[src/rtl/pcmp_pkg.sv]
package pcmp_pkg;
  // Top bits that differ decide the comparison alone; the wide load is skipped.
  function automatic logic skip_low(input logic a_top, input logic b_top);
    return a_top ^ b_top;
  endfunction
endpackage

[src/rtl/pcmp_hold_reg.sv]
module pcmp_hold_reg #(
  parameter int W = 2
) (
  input  logic         clk,
  input  logic         rst_n,
  input  logic         load,
  input  logic [W-1:0] d,
  output logic [W-1:0] q
);
  always_ff @(posedge clk) begin
    if (!rst_n)    q <= '0;
    else if (load) q <= d;
  end
endmodule

[src/rtl/pcmp_decide.sv]
module pcmp_decide #(
  parameter int LW = 15
) (
  input  logic          a_top,
  input  logic          b_top,
  input  logic [LW-1:0] a_low,
  input  logic [LW-1:0] b_low,
  output logic          gt
);
  // Ripple from LSB upwards: each stage overrides if its bits differ.
  logic [LW:0] chain;
  assign chain[0] = 1'b0;
  for (genvar i = 0; i < LW; i++) begin : g_bit
    assign chain[i+1] = (a_low[i] ^ b_low[i]) ? a_low[i] : chain[i];
  end
  assign gt = pcmp_pkg::skip_low(a_top, b_top) ? a_top : chain[LW];
endmodule

[src/rtl/pcmp_sat_counter.sv]
module pcmp_sat_counter #(
  parameter int CW = 8
) (
  input  logic          clk,
  input  logic          rst_n,
  input  logic          inc,
  output logic [CW-1:0] count
);
  localparam logic [CW-1:0] TOP = '1;
  always_ff @(posedge clk) begin
    if (!rst_n)                  count <= '0;
    else if (inc && count != TOP) count <= count + 1'b1;
  end
endmodule

[src/rtl/precomp_cmp.sv]
module precomp_cmp #(
  parameter int W  = 16,
  parameter int CW = 8
) (
  input  logic              clk,
  input  logic              rst_n,
  input  logic              in_valid,
  output logic              in_ready,
  input  logic [W-1:0]      in_a,
  input  logic [W-1:0]      in_b,
  output logic              out_valid,
  input  logic              out_ready,
  output logic              out_gt,
  output logic [2*W-3:0]    lo_hold,
  output logic [CW-1:0]     gate_count
);
  localparam int LW = W - 1;

  logic       accept;
  logic       skip;
  logic [1:0] top_q;
  logic       valid_q;

  assign in_ready = !valid_q || out_ready;
  assign accept   = in_valid && in_ready;
  assign skip     = pcmp_pkg::skip_low(in_a[W-1], in_b[W-1]);

  pcmp_hold_reg #(.W(2)) u_top (
    .clk(clk), .rst_n(rst_n), .load(accept),
    .d({in_a[W-1], in_b[W-1]}), .q(top_q)
  );

  pcmp_hold_reg #(.W(2*LW)) u_low (
    .clk(clk), .rst_n(rst_n), .load(accept && !skip),
    .d({in_a[LW-1:0], in_b[LW-1:0]}), .q(lo_hold)
  );

  pcmp_decide #(.LW(LW)) u_dec (
    .a_top(top_q[1]), .b_top(top_q[0]),
    .a_low(lo_hold[2*LW-1:LW]), .b_low(lo_hold[LW-1:0]),
    .gt(out_gt)
  );

  pcmp_sat_counter #(.CW(CW)) u_cnt (
    .clk(clk), .rst_n(rst_n), .inc(accept && skip), .count(gate_count)
  );

  always_ff @(posedge clk) begin
    if (!rst_n)         valid_q <= 1'b0;
    else if (accept)    valid_q <= 1'b1;
    else if (out_ready) valid_q <= 1'b0;
  end
  assign out_valid = valid_q;
endmodule

[config.mk]
export PLATFORM = sky130hd
export DESIGN_NAME = precomp_cmp
export DESIGN_NICKNAME = d
export VERILOG_FILES = /design/src/rtl/pcmp_pkg.sv /design/src/rtl/pcmp_hold_reg.sv /design/src/rtl/pcmp_decide.sv /design/src/rtl/pcmp_sat_counter.sv /design/src/rtl/precomp_cmp.sv
export SDC_FILE = /design/constraint.sdc
export NUM_CORES = 1
export LEC_CHECK = 0
export ABC_AREA = 0
export ABC_CLOCK_PERIOD_IN_PS = 2200
export BUFFER_PORTS_ARGS = -buffer_cell sky130_fd_sc_hd__buf_4
export CORE_MARGIN = 1.5
export CORE_UTILIZATION = 29
export DETAILED_ROUTE_END_ITERATION = 8
export HOLD_SLACK_MARGIN = 0.05
export PLACE_DENSITY = 0.51
export SKIP_CTS_REPAIR_TIMING = 1
export SYNTH_ARGS = -nofsm -noshare
export SYNTH_HDL_FRONTEND = slang
export SYNTH_SLANG_ARGS = --single-unit
[constraint.sdc]
create_clock -name clk -period 2.2 [get_ports clk]
set_clock_uncertainty 0.15 [all_clocks]
set_input_delay 0.33 -clock clk [delete_from_list [all_inputs] [get_ports clk]]
set_output_delay 0.33 -clock clk [all_outputs]
set_load 0.02 [all_outputs]
==> impl_metrics.ini <==
[floorplan]
core_region_area_mm2 = 0.006386
io_pins = 77
fp.dieW_um = 84.33
start_util = 0.3004
die-area_mm2 = 0.007111
rows = 29
die_h_um = 84.33

[place]
routabilityCongestion = 0.7824
dp.cells = 381
dpl.hpwl_um = 3655
io_buffers = 76
placed_cell_area_mm2 = 0.002582

[cts]
clock_sinks = 41
h-tree-depth = 2
cts_tree = done
numCtsBuffers = 5
root_buffer = clkbuf_8
clk_pin_slew_worst_paths_ps = 80
cts.path.max_buffers = 2
clk_latency_ps = 280

[drt]
post_drt_via_cell_ratio = 4.709
wl_um = 5141
wl_per_cell_um = 13.11
drc = 0
ant_nets = 0
drt_iter0_drc = 76
num_vias = 1846
first_pass_iters = 5

[timing]
setup_viol = 0
slew_headroom = 0.6896
fin_crit_ps = 2155
fin_crit_sh = 0.9794
hold_viol_final = 0
worst_pin_slew_ps = 463.9
drv_slew = 0
max_freq_mhz = 464.1
setup_tns_ps = 0
rsz0062_at_grt = yes

[worst_hold_path]
hold_path.class = primary input to flip-flop

[global_routing]
grt_usage = 0.1458
grt_pass1_vias = 1753
grt_pass1_wl_um = 8521
antenna_found_initial = 0
overflow = 0
grt_max_degree = 42

[power]
clkPwrFrac = 0.288
vdd_drop_max_v = 0.0003122
total_power_w = 0.001642
power_density_mw_per_mm2 = 601.9
internal-power_w = 0.001180
sw_frac_of_total = 0.2812
share_comb_of_total_power = 0.213
leakage_nw = 1.158
p_sw_w = 0.0004616
p_seq_frac = 0.499

[setup_path]
worstSetupPathType = flip-flop to primary output
cp.required_ps = 1720
critPathCaptureType = primary output
startpoint_type = flip-flop
cp_max_fo = 3
arrival_ps = 1670

[cells_and_area]
area_delta_synth_final_pct = 42.21
diodes = 0
stdcell_count = 392
drive_above_1_share = 0.3365
stdcell_area_mm2 = 0.002728
final_nets = 351

[synthesis]
ys.warnings.count = 0
synth.cell_area_mm2 = 0.001918
async_flop_share = 0
ys_types = 32
synth.avg_cell_area_um2 = 8.128
syn-instance-count = 236
synth-edff-count = 0
ys.flop_type = dfxtp_1
ys_ff_latch = 41
synth_seq_area_share = 0.4279
synth_fp_nets = 273

[outcome]
status = finished, final reports clean

[flow_run]
max_cap_viol_count = 0
[synth_stat cells (2+ instances only)]
master | n | share of area
nor2_1 | 3 | 0.0059
a21boi_0 | 34 | 0.13
o21ai_0 | 3 | 0.0078
nand2b_1 | 10 | 0.033
nor2b_1 | 9 | 0.029
a31oi_1 | 2 | 0.0065
nand2_1 | 66 | 0.13
nand4_1 | 2 | 0.0065
nor3_1 | 3 | 0.0078
xor2_1 | 8 | 0.037
dfxtp_1 | 41 | 0.43
a211oi_1 | 2 | 0.0078
nor4_1 | 3 | 0.0098
o211ai_1 | 3 | 0.012
nand3_1 | 6 | 0.016
buf_2 | 6 | 0.016
inv_1 | 10 | 0.020
and2_1 | 7 | 0.023
maj3_1 | 2 | 0.010
clkbuf_1 | 4 | 0.0078
[sequential cells by signal (all words and copies together) (netlist names)]
name,cells
u_low.q,30
out_valid,1
u_cnt.count,8
u_top.q,2
[logic make-up (layout without fill, tap and decap cells)]
group           Yosys count  in the layout  share of synthesized area
compound gates           50             50                     0.1950
xor+xnor                  8              8                    0.03653
fa+ha+maj                 3              3                    0.01696
buf+inv                  20             99                    0.04305
flops                    41             41                     0.4279
simple gates            114            114                     0.2805
[metal layers]
metal / routed length, um / global-route usage / share of wire / vias to the layer above
met4: 40 / 0.03428 / 0.0078 / 0
met5: 0 / 0 / 0 / -
met3: 303 / 0.03933 / 0.059 / 5
met1: 2521 / 0.2053 / 0.49 / 843
li1: - / - / - / 945
met2: 2275 / 0.2225 / 0.44 / 53
[metrics by stage]
step	setup slack, ps	utilization	hold slack, ps
global placement	181.2	0.4044	311.3
finish	45.34	0.4271	145.3
global route	-64.95	0.4271	140.7
detailed placement	170.4	0.4044	313.4
floorplan	106.0	-	296.8
CTS	-152.9	0.4169	141.2
[path summary, 6_finish.rpt]
check,startpoint,endpoint,slack [ps],cells after the start
setup / recovery,u_low.q[9]$_SDFFE_PN0P_,out_gt,50,6
hold / removal,in_a[9],u_low.q[24]$_SDFFE_PN0P_,150,3
setup reg to reg,u_cnt.count[0]$_SDFFE_PN0P_,u_cnt.count[0]$_SDFFE_PN0P_,390,6
hold reg to reg,u_top.q[1]$_SDFFE_PN0P_,u_top.q[1]$_SDFFE_PN0P_,320,2
[cells in the final DEF, fill, tap and decap left out, types with 3 or more instances in the layout]
cell / netlist / final
a21boi_0: 34 / 34
and2_1: 7 / 7
buf_4: 0 / 79
clkbuf_1: 4 / 3
clkbuf_8: 0 / 5
dfxtp_1: 41 / 31
dfxtp_2: 0 / 10
inv_1: 10 / 9
nand2_1: 66 / 66
nand2b_1: 10 / 10
nand3_1: 6 / 6
nor2b_1: 9 / 6
nor2b_4: 0 / 3
nor3_1: 3 / 3
nor4_1: 3 / 3
o211ai_1: 3 / 3
xor2_1: 8 / 8
[cell type report]
cell class	count	area, um2
Inverter	10	37.54
Multi-Input combinational cell	175	1047
Tap cell	77	96.34
Timing Repair Buffer	81	633.1
Clock buffer	8	80.08
Sequential cell	41	833.3
Fill cell	663	3659
[power by group through the flow]
stage | combinational (W) | clock, W | sequential [W]
after global routing | 0.000382 | 0.000529 | 0.000826
final | 0.000350 | 0.000472 | 0.000820
after global placement | 0.000344 | 0 | 0.000832
after CTS | 0.000346 | 0.000495 | 0.000816
after detailed placement | 0.000345 | 0 | 0.000833
after floorplan | 0.000146 | 0 | 0.000866
[worst max-delay path: stages, from the launching register on]
cell,delay (ps)
dfxtp_2,330
nor2b_4,130
maj3_2,310
a211oi_2,180
o221ai_1,120
o21ai_1,160
buf_4,160
Note: power is estimated with default switching activity, not from simulation.
